<file path="src/rtl/alu_pkg.sv">
package alu_pkg;
  typedef enum logic [3:0] {
    OP_ADD = 4'd0, OP_ADC = 4'd1, OP_SUB = 4'd2, OP_SBB = 4'd3,
    OP_AND = 4'd4, OP_OR  = 4'd5, OP_XOR = 4'd6, OP_INC = 4'd7,
    OP_DEC = 4'd8, OP_NOT = 4'd9, OP_SHL = 4'd10, OP_SHR = 4'd11
  } alu_op_e;

  // flag word bit positions
  localparam int FB_CF = 0;
  localparam int FB_PF = 2;
  localparam int FB_AF = 4;
  localparam int FB_ZF = 6;
  localparam int FB_SF = 7;
  localparam int FB_TF = 8;
  localparam int FB_IF = 9;
  localparam int FB_DF = 10;
  localparam int FB_OF = 11;
  localparam int COND_N = 6;
  localparam int CTL_N = 3;

  typedef struct packed {
    logic ov;
    logic sg;
    logic zr;
    logic ac;
    logic pr;
    logic cy;
  } cond_t;

  function automatic logic even_ones8(input logic [7:0] v);
    return ~^v;
  endfunction
endpackage

</file>
<file path="src/rtl/alu_datapath.sv">
module alu_datapath
  import alu_pkg::*;
#(
  parameter int DATA_W = 16
) (
  input  logic [DATA_W-1:0] op_a,
  input  logic [DATA_W-1:0] op_b,
  input  logic [3:0]        op_sel,
  input  logic              byte_mode,
  input  logic              carry_in,
  output logic [DATA_W-1:0] result,
  output cond_t             cond_new,
  output cond_t             cond_wmask,
  output logic              carry_msb_in,
  output logic              carry_msb_out
);
  localparam int EXT_W = DATA_W + 1;
  localparam int HI_W  = DATA_W - 8;

  function automatic logic msb_of(input logic [DATA_W-1:0] v, input logic bsel);
    return bsel ? v[7] : v[DATA_W-1];
  endfunction

  function automatic logic [EXT_W-1:0] add_sub(input logic [DATA_W-1:0] x,
                                               input logic [DATA_W-1:0] y,
                                               input logic c, input logic sub);
    if (sub) return {1'b0, x} - {1'b0, y} - EXT_W'(c);
    return {1'b0, x} + {1'b0, y} + EXT_W'(c);
  endfunction

  logic [DATA_W-1:0] lane_mask, am, bmk, opnd_b;
  logic [DATA_W-1:0] arith_res, xor_trace, shl_res;
  logic [EXT_W-1:0]  ext;
  logic              cin_sel, do_sub, nib_carry;

  always_comb begin
    lane_mask = {{HI_W{~byte_mode}}, 8'hFF};
    am        = op_a & lane_mask;
    bmk       = op_b & lane_mask;
    opnd_b    = bmk;
    cin_sel   = 1'b0;
    do_sub    = 1'b0;
    case (alu_op_e'(op_sel))
      OP_ADC: cin_sel = carry_in;
      OP_SUB: do_sub = 1'b1;
      OP_SBB: begin do_sub = 1'b1; cin_sel = carry_in; end
      OP_INC: opnd_b = DATA_W'(1);
      OP_DEC: begin opnd_b = DATA_W'(1); do_sub = 1'b1; end
      default: ;
    endcase
  end

  assign ext           = add_sub(am, opnd_b, cin_sel, do_sub);
  assign arith_res     = ext[DATA_W-1:0] & lane_mask;
  assign xor_trace     = am ^ opnd_b ^ ext[DATA_W-1:0];
  assign carry_msb_in  = msb_of(xor_trace, byte_mode);
  assign carry_msb_out = byte_mode ? ext[8] : ext[DATA_W];
  assign nib_carry     = xor_trace[4];
  assign shl_res       = (am << 1) & lane_mask;

  always_comb begin
    result     = am;
    cond_new   = '0;
    cond_wmask = '0;
    case (alu_op_e'(op_sel))
      OP_ADD, OP_ADC, OP_SUB, OP_SBB: begin
        result      = arith_res;
        cond_new.cy = carry_msb_out;
        cond_new.ov = carry_msb_in ^ carry_msb_out;
        cond_new.ac = nib_carry;
        cond_wmask  = '1;
      end
      OP_INC, OP_DEC: begin
        result        = arith_res;
        cond_new.ov   = carry_msb_in ^ carry_msb_out;
        cond_new.ac   = nib_carry;
        cond_wmask    = '1;
        cond_wmask.cy = 1'b0;
      end
      OP_AND: begin result = am & bmk; cond_wmask = '1; end
      OP_OR:  begin result = am | bmk; cond_wmask = '1; end
      OP_XOR: begin result = am ^ bmk; cond_wmask = '1; end
      OP_NOT: result = ~am & lane_mask;
      OP_SHL: begin
        result      = shl_res;
        cond_new.cy = msb_of(am, byte_mode);
        cond_new.ov = msb_of(shl_res, byte_mode) ^ msb_of(am, byte_mode);
        cond_wmask  = '1;
      end
      OP_SHR: begin
        result      = am >> 1;
        cond_new.cy = am[0];
        cond_new.ov = msb_of(am, byte_mode);
        cond_wmask  = '1;
      end
      default: result = am;
    endcase
    cond_new.zr = (result == '0);
    cond_new.sg = msb_of(result, byte_mode);
    cond_new.pr = even_ones8(result[7:0]);
  end
endmodule

</file>
<file path="src/rtl/alu_flagword.sv">
module alu_flagword
  import alu_pkg::*;
#(
  parameter int WORD_W = 16
) (
  input  logic              clk,
  input  logic              rst_n,
  input  logic              exec_en,
  input  cond_t             cond_new,
  input  cond_t             cond_wmask,
  input  logic              ctl_we,
  input  logic [CTL_N-1:0]  ctl_wdata,
  output logic [WORD_W-1:0] flag_word
);
  logic [COND_N-1:0] cond_q, cond_d;
  logic [CTL_N-1:0]  ctl_q;
  cond_t             cq;

  for (genvar i = 0; i < COND_N; i++) begin : g_bit
    assign cond_d[i] = (exec_en && cond_wmask[i]) ? cond_new[i] : cond_q[i];
  end

  always_ff @(posedge clk or negedge rst_n) begin
    if (!rst_n) begin
      cond_q <= '0;
      ctl_q  <= '0;
    end else begin
      cond_q <= cond_d;
      if (ctl_we) ctl_q <= ctl_wdata;
    end
  end

  assign cq = cond_t'(cond_q);

  always_comb begin
    flag_word        = '0;
    flag_word[FB_CF] = cq.cy;
    flag_word[FB_PF] = cq.pr;
    flag_word[FB_AF] = cq.ac;
    flag_word[FB_ZF] = cq.zr;
    flag_word[FB_SF] = cq.sg;
    flag_word[FB_OF] = cq.ov;
    flag_word[FB_TF] = ctl_q[0];
    flag_word[FB_IF] = ctl_q[1];
    flag_word[FB_DF] = ctl_q[2];
  end
endmodule

</file>
<file path="src/rtl/alu_flags_top.sv">
module alu_flags_top
  import alu_pkg::*;
#(
  parameter int DATA_W = 16
) (
  input  logic              clk,
  input  logic              rst_n,
  input  logic [DATA_W-1:0] op_a,
  input  logic [DATA_W-1:0] op_b,
  input  logic [3:0]        op_sel,
  input  logic              byte_mode,
  input  logic              carry_in,
  input  logic              exec_en,
  input  logic              ctl_we,
  input  logic [2:0]        ctl_wdata,
  output logic [DATA_W-1:0] result,
  output logic [15:0]       flags
);
  cond_t cond_new, cond_wmask;
  logic  carry_msb_in, carry_msb_out;

  alu_datapath #(.DATA_W(DATA_W)) u_dp (
    .op_a(op_a), .op_b(op_b), .op_sel(op_sel), .byte_mode(byte_mode),
    .carry_in(carry_in), .result(result), .cond_new(cond_new),
    .cond_wmask(cond_wmask), .carry_msb_in(carry_msb_in),
    .carry_msb_out(carry_msb_out)
  );

  alu_flagword #(.WORD_W(16)) u_fw (
    .clk(clk), .rst_n(rst_n), .exec_en(exec_en), .cond_new(cond_new),
    .cond_wmask(cond_wmask), .ctl_we(ctl_we), .ctl_wdata(ctl_wdata),
    .flag_word(flags)
  );
endmodule

</file>
<file path="config.mk">
export PLATFORM = sky130hd
export DESIGN_NAME = alu_flags_top
export DESIGN_NICKNAME = d
export VERILOG_FILES = /design/src/rtl/alu_pkg.sv /design/src/rtl/alu_datapath.sv /design/src/rtl/alu_flagword.sv /design/src/rtl/alu_flags_top.sv
export SDC_FILE = /design/constraint.sdc
export NUM_CORES = 1
export LEC_CHECK = 0
export CAP_MARGIN = 30
export CORE_MARGIN = 2
export CORE_UTILIZATION = 60
export DETAILED_ROUTE_END_ITERATION = 10
export GPL_TIMING_DRIVEN = 0
export PLACE_DENSITY = 0.89
export SLEW_MARGIN = 20
export SYNTH_ARGS = -nofsm -noshare
export SYNTH_HDL_FRONTEND = slang
export SYNTH_SLANG_ARGS = --single-unit
</file>
<file path="constraint.sdc">
create_clock -name clk -period 11.7 [get_ports clk]
set_input_delay 2.34 -clock clk [delete_from_list [all_inputs] [get_ports clk]]
set_output_delay 2.34 -clock clk [all_outputs]
set_load 0.005 [all_outputs]
</file>
==> metrics.csv, run 1 <==
metric,value,unit
Adder-Cell Fraction of Synth Area,24.86,%
row count,31,
RR Startpoint,u_fw.cond_q[5],
"Seq/Total Area, Yosys",5.121,%
Total Power,0.3858,mW
Max VDD drop,0.05935,mV
vias after detailed routing,5085,
CTS max path bufs,2,
Setup Skew,0,ns
Final setup viols,0,
Compound-Gate Fraction of Synth Area,30.67,%
Die W,89.62,um
DRT iter0 DRCs,469,
clock network latency to the later pin of the worst-skew pair,0.24,ns
placed cell count,787,
Die ar.,8031,um2
CP Max Fanout,10,
count of pins over their slew limit,0,
Crit Path Class,input pin to primary output,
first drt pass iteration count,6,
CP required,9.36,ns
hold-fix buffers at CTS,0,
n_diodes,0,
largest family of logic cells by synthesized area,compound AO/OA/AOI/OAI gates,
largest net degree at the start of global routing,11,
Die Y,89.62,um
IO Port Bufs,67,
f_max,101.1,MHz
GPL Wtd Cong,1.030,
post-synthesis mux area share,1.906,%
Final min period,9.887,ns
# Post-CTS Setup Buffers,0,
DR vias/cell,6.429,
Final HPWL DP,12290,um
Yosys cell types,78,
clk slew on worst S/H paths,0.05,ns
#FFs+latches synth,9,
htree depth,1,
worst slew pin tran,1.064,ns
Syn Area/Cell,7.163,um2
drt total wl,15140,um
Setup TNS,0,ns
Synth Flop Type,dfrtp_1,
slack of the critical path,1.813,ns
Nets,823,
core area,7176,um2
Worst setup EP type,primary output,
"Cell Area, Synth",4398,um2
CTS tree,yes,
pwr dens,73.30,nW/um2
synth top area cells,"ha_1 23%, inv_1 6.2%, nor2_1 5.3%, dfrtp_1 5.1%, xnor2_1 4.4%",
total gr overflow,0,
Final Non-Filler Cells,791,
RSZ-0062 raised after global routing,no,
Final Hold Viols,0,
share of layout cells above drive strength 1,4.335,%
GRT Resource Usage Total,37.24,%
Initial Util,61.29,%
pre-CTS setup slack,2.045,ns
Antenna Nets Post-Route,0,
Hold Slack,0.4827,ns
Critical Path Source,op_sel[3],
number of enable flip-flop cells after synthesis,0,
Slew Limit Headroom,28.45,%
initial antenna violation count,0,
final critical-path share of the clock period,84.50,%
Max-cap violations,0,
post-synthesis cell count,614,
CTS Root Cell,clkbuf_8,
largest area contributor in the netlist,ha_1,
worst min path class,register to register,
DRC viols,0,
first-pass GRT wire length,23090,um
status,completed,
simple-gate share of the synthesized area,21.91,%
post-synthesis xor/xnor area fraction,5.576,%
Post-CTS Resized,0,
# clock sinks,9,
share of the synthesized area in the top cell type,23.04,%
"most common cell after layout, fill and taps aside",ha_1,
CTS Buf Count,3,
Ys Warns,0,
CP startpoint kind,input pin,
fillers,615,
WL/cell,19.14,um
area grow syn2layout,19.69,%
Synth async-reset ratio,100.0,%
number of global-route vias before repair,4797,
leakage,2.472,nW
Hold Startpoint,u_fw.cond_q[0],
I/O Pins,77,
Critical Path AT,7.55,ns
most frequent cells in the layout,"81 x ha_1, 73 x inv_1, 67 x clkdlybuf4s50_1, 62 x nor2_1, 44 x nand2_1",
==> final timing paths <==
| path | end | slack [ns] | depth (start not counted) |
|---|---|---|---|
| worst min register to register | u_fw.cond_q[0] | 0.48 | 2 |
| max in group asynchronous | u_fw.cond_q[1] | 9.00 | 1 |
| min in group asynchronous | u_fw.cond_q[0] | 2.40 | 1 |
| worst max-delay path | result[15] | 1.81 | 16 |
| worst max register to register | u_fw.cond_q[5] | 10.93 | 2 |
| worst min-delay path | u_fw.cond_q[0] | 0.48 | 2 |
==> synthesized netlist by cell type (11+ instances only) <==
master     n
o21ai_0   26
nand2b_1  21
nand2_1   44
nor2_1    62
inv_1     73
o22ai_1   11
ha_1      81
xnor2_1   22
clkbuf_1  19
a21o_1    12
nor3_1    15
a21oi_1   33
==> flip-flops by register name, summed over array words and instances, names as in the netlist <==
signal	count
u_fw.cond_q	6
u_fw.ctl_q	3
==> cells by family after synthesis <==
kind of cell | count (synthesis)
simple gates | 192
compound gates | 184
buf+inv | 107
fa+ha+maj | 85
xor+xnor | 28
flops | 9
mux | 8
other cells | 1
==> routing by layer <==
| metal | global-route usage [%] | vias to the layer above | part of all wire (%) |
|---|---|---|---|
| met1 | 45.61 | 2324 | 39 |
| met4 | 20.49 | 0 | 5.8 |
| li1 | - | 2369 | - |
| met2 | 62.50 | 322 | 46 |
| met5 | 0 | - | 0 |
| met3 | 5.393 | 70 | 8.5 |
==> where the power goes <==
part	internal [mW]	switching, mW	total [mW]
Clock	0.0238	0.0132	0.0371
Sequential	0.0367	0.00323	0.0400
Combinational	0.138	0.171	0.309
Total	0.199	0.187	0.386
==> per-stage QoR <==
stage,util [%],area [um2]
final,73.36,5264
after global placement,72.68,5215
after detailed placement,72.73,5219
after CTS,73.36,5264
after global routing,73.36,5264
after floorplan,-,4420
==> area by class of cell <==
| type | instances | area [um2] | area share, % |
|---|---|---|---|
| Buffer | 33 | 156.4 | 2.971 |
| Clock buffer | 4 | 45.04 | 0.8557 |
| Inverter | 74 | 277.8 | 5.277 |
| Multi-Input combinational cell | 504 | 3761 | 71.45 |
| Sequential cell | 9 | 225.2 | 4.279 |
| Tap cell | 99 | 123.9 | 2.353 |
| Timing Repair Buffer | 68 | 674.4 | 12.81 |
==> critical path: stages <==
cell and delay, ns:
clkdlybuf4s50_1 0.51, buf_2 0.24, nand2b_1 0.18, nor2_1 0.15, a21o_1 0.30, clkbuf_1 0.52
nor2_1 0.16, ha_1 0.41, or2b_1 0.20, o311a_1 0.19, o21a_1 0.31, a2111oi_2 0.15
o41ai_1 0.72, xnor2_1 0.16, o211ai_1 0.40, clkdlybuf4s50_1 0.59
Note: power is estimated with default switching activity, not from simulation.
==> run 2, diff against run 1 <==
--- a/config.mk
+++ b/config.mk
@@ -7,10 +7,10 @@
 export LEC_CHECK = 0
 export CAP_MARGIN = 30
 export CORE_MARGIN = 2
-export CORE_UTILIZATION = 60
+export CORE_UTILIZATION = 56
 export DETAILED_ROUTE_END_ITERATION = 10
 export GPL_TIMING_DRIVEN = 0
-export PLACE_DENSITY = 0.89
+export PLACE_DENSITY = 0.84
 export SLEW_MARGIN = 20
 export SYNTH_ARGS = -nofsm -noshare
 export SYNTH_HDL_FRONTEND = slang
==> constraint.sdc (replaced) <==
create_clock -name clk -period 10.1 [get_ports clk]
set_input_delay 2.02 -clock clk [delete_from_list [all_inputs] [get_ports clk]]
set_output_delay 2.02 -clock clk [all_outputs]
set_load 0.005 [all_outputs]
==> run 2 against run 1 <==
Worst hold slack improved by 0.0032 ns; critical path depth increased by 2; first-iteration DRC count shrank 1.5%; final area hardly changed; global-route usage decreased by 2.8 points; die area increased by 6.8%; largest cell class unchanged; clock power up 15%; power is 16% higher; final cell count grew 0.38%; sequential cell count unchanged; combinational power increased by 16%.
==> metrics.csv, run 2 (synthesis gave the netlist of run 1 again) <==
metric,value,unit,change
CP Max Fanout,10,,unchanged
max reg flops,6,,unchanged
f_max,109.7,MHz,
drt total wl,15010,um,-0.87%
CTS Root Cell,clkbuf_8,,
Final Non-Filler Cells,794,,+0.38%
share of layout cells above drive strength 1,4.480,%,+0.14 points
n_diodes,0,,unchanged
RSZ-0062 raised after global routing,no,,
largest registers,"u_fw.cond_q: 6 flops, u_fw.ctl_q: 3 flops",,
Crit Path Class,input pin to primary output,,
worst min path class,register to register,,
Final HPWL DP,12120,um,-1.4%
Die Y,92.62,um,+3.4%
initial antenna violation count,0,,unchanged
"most common cell after layout, fill and taps aside",ha_1,,
Final min period,9.116,ns,
DRT iter0 DRCs,462,,-1.5%
Final setup viols,0,,unchanged
CP most frequent cell,nor2_1,,
GRT Resource Usage Total,34.40,%,-2.8 points
Final Hold Viols,0,,unchanged
clk slew on worst S/H paths,0.05,ns,about the same
slack of the critical path,0.9839,ns,-0.8291 ns
"slowest stage cell, crit path",clkdlybuf4s50_1,,
# Post-CTS Setup Buffers,0,,unchanged
Max-cap violations,0,,unchanged
Max VDD drop,0.05482,mV,-7.6%
I/O Pins,77,,unchanged
core area,7687,um2,+7.1%
total gr overflow,0,,unchanged
crit-path max cell delay,0.55,ns,-0.17 ns
WL/cell,18.90,um,-1.2%
Slew Limit Headroom,36.10,%,+7.6 points
GPL Wtd Cong,1.004,,-2.6%
CP required,8.08,ns,-1.28 ns
first-pass GRT wire length,23670,um,+2.5%
Die ar.,8578,um2,+6.8%
Setup TNS,0,ns,unchanged
Die W,92.62,um,+3.4%
DRC viols,0,,unchanged
Post-CTS Resized,0,,unchanged
CTS max path bufs,2,,unchanged
Nets,823,,unchanged
Initial Util,57.21,%,-4.1 points
row count,32,,+3.2%
pwr dens,84.85,nW/um2,+16%
Antenna Nets Post-Route,0,,unchanged
CTS Buf Count,3,,unchanged
htree depth,1,,unchanged
number of global-route vias before repair,4831,,+0.71%
DR vias/cell,6.408,,-0.32%
Setup Skew,0,ns,unchanged
Worst setup EP type,primary output,,
post-layout util,68.54,%,-4.8 points
clock network latency to the later pin of the worst-skew pair,0.24,ns,about the same
CTS tree,yes,,
largest net degree at the start of global routing,11,,unchanged
IO Port Bufs,67,,unchanged
pre-CTS setup slack,1.131,ns,-0.9145 ns
first drt pass iteration count,6,,unchanged
# clock sinks,9,,unchanged
worst path cell trace,"clkdlybuf4s50_1, buf_2, nand2b_1, nor2_1, a21o_1, clkbuf_1, nor2_1, ha_1, inv_1, ha_1, nor2_1, a2111oi_1, o2111a_2, o21a_1, xor2_1, nand2_1, a31oi_1, clkdlybuf4s50_1",,
hold-fix buffers at CTS,0,,unchanged
count of pins over their slew limit,0,,unchanged
worst slew pin tran,0.9500,ns,-0.1141 ns
CP startpoint kind,input pin,,
Top reg by flops,u_fw.cond_q,,
most frequent cells in the layout,"81 x ha_1, 73 x inv_1, 67 x clkdlybuf4s50_1, 62 x nor2_1, 44 x nand2_1",,
Critical Path AT,7.10,ns,-0.45 ns
Hold Startpoint,u_fw.cond_q[0],,
vias after detailed routing,5088,,+0.059%
RR Startpoint,u_fw.ctl_q[1],,
leakage,2.477,nW,+0.17%
area grow syn2layout,19.80,%,about the same
status,completed,,
Critical Path Source,op_sel[3],,
final critical-path share of the clock period,90.26,%,
placed cell count,790,,+0.38%
[run 2: per-stage QoR]
step / hold WS (ns) / total power [mW] / cell area [um2]
2_1_floorplan: 0.4726 / 0.2763 / 4420
3_3_place_gp: 0.4667 / 0.3876 / 5219
3_5_place_dp: 0.4716 / 0.3958 / 5224
4_1_cts: 0.4867 / 0.4412 / 5269
5_1_grt: 0.5294 / 0.4820 / 5269
6_report: 0.4860 / 0.4470 / 5269
[run 2: worst paths after layout]
path | endpoint | slack, ns | depth (start not counted)
setup / recovery | result[13] | 0.98 | 18
hold / removal | u_fw.cond_q[0] | 0.49 | 2
setup reg to reg | u_fw.ctl_q[1] | 9.30 | 1
hold reg to reg | u_fw.cond_q[0] | 0.49 | 2
max in group asynchronous | u_fw.cond_q[2] | 7.71 | 1
min in group asynchronous | u_fw.cond_q[0] | 2.09 | 1
[run 2: final cells by class]
class / instances / area (um2)
multi-input combinational: 504 / 3761
fill: 699 / 2419
timing repair buffer: 68 / 675.6
inverter: 74 / 277.8
sequential: 9 / 225.2
buffer: 33 / 156.4
tap: 102 / 127.6
clock buffer: 4 / 45.04
[run 2: per-layer routing]
metal | GRT usage [%] | wire [um] | vias up | share of wire [%]
li1 | - | - | 2367 | -
met1 | 43.63 | 5961 | 2328 | 40
met2 | 58.52 | 7010 | 323 | 47
met3 | 2.685 | 1221 | 70 | 8.1
met4 | 17.40 | 816 | 0 | 5.4
met5 | 0 | 0 | - | 0
[run 2: critical path: cells and delay by family]
family	cells	cell delay, ns
adder cells (fa/ha/maj)	2	0.74
XOR/XNOR	1	0.22
AO/OA/AOI/OAI	5	1.64
buffers and inverters	5	1.82
AND/OR/NAND/NOR	5	0.65
[run 2: report_power, final]
| group | leakage, nW | internal, mW | switching, mW |
|---|---|---|---|
| sequential | 0.114 | 0.0426 | 0.00417 |
| combinational | 2.34 | 0.160 | 0.197 |
| clock | 0.0228 | 0.0276 | 0.0152 |
==> run 3, diff against run 2 <==
--- a/config.mk
+++ b/config.mk
@@ -8,6 +8,7 @@
 export CAP_MARGIN = 30
 export CORE_MARGIN = 2
 export CORE_UTILIZATION = 56
+export CTS_CLUSTER_SIZE = 14
 export DETAILED_ROUTE_END_ITERATION = 10
 export GPL_TIMING_DRIVEN = 0
 export PLACE_DENSITY = 0.84
@@ -15,3 +16,4 @@
 export SYNTH_ARGS = -nofsm -noshare
 export SYNTH_HDL_FRONTEND = slang
 export SYNTH_SLANG_ARGS = --single-unit
+export TNS_END_PERCENT = 100
==> results of run 3 <==
Final layout, timing and power as in run 2 (identical DEF).
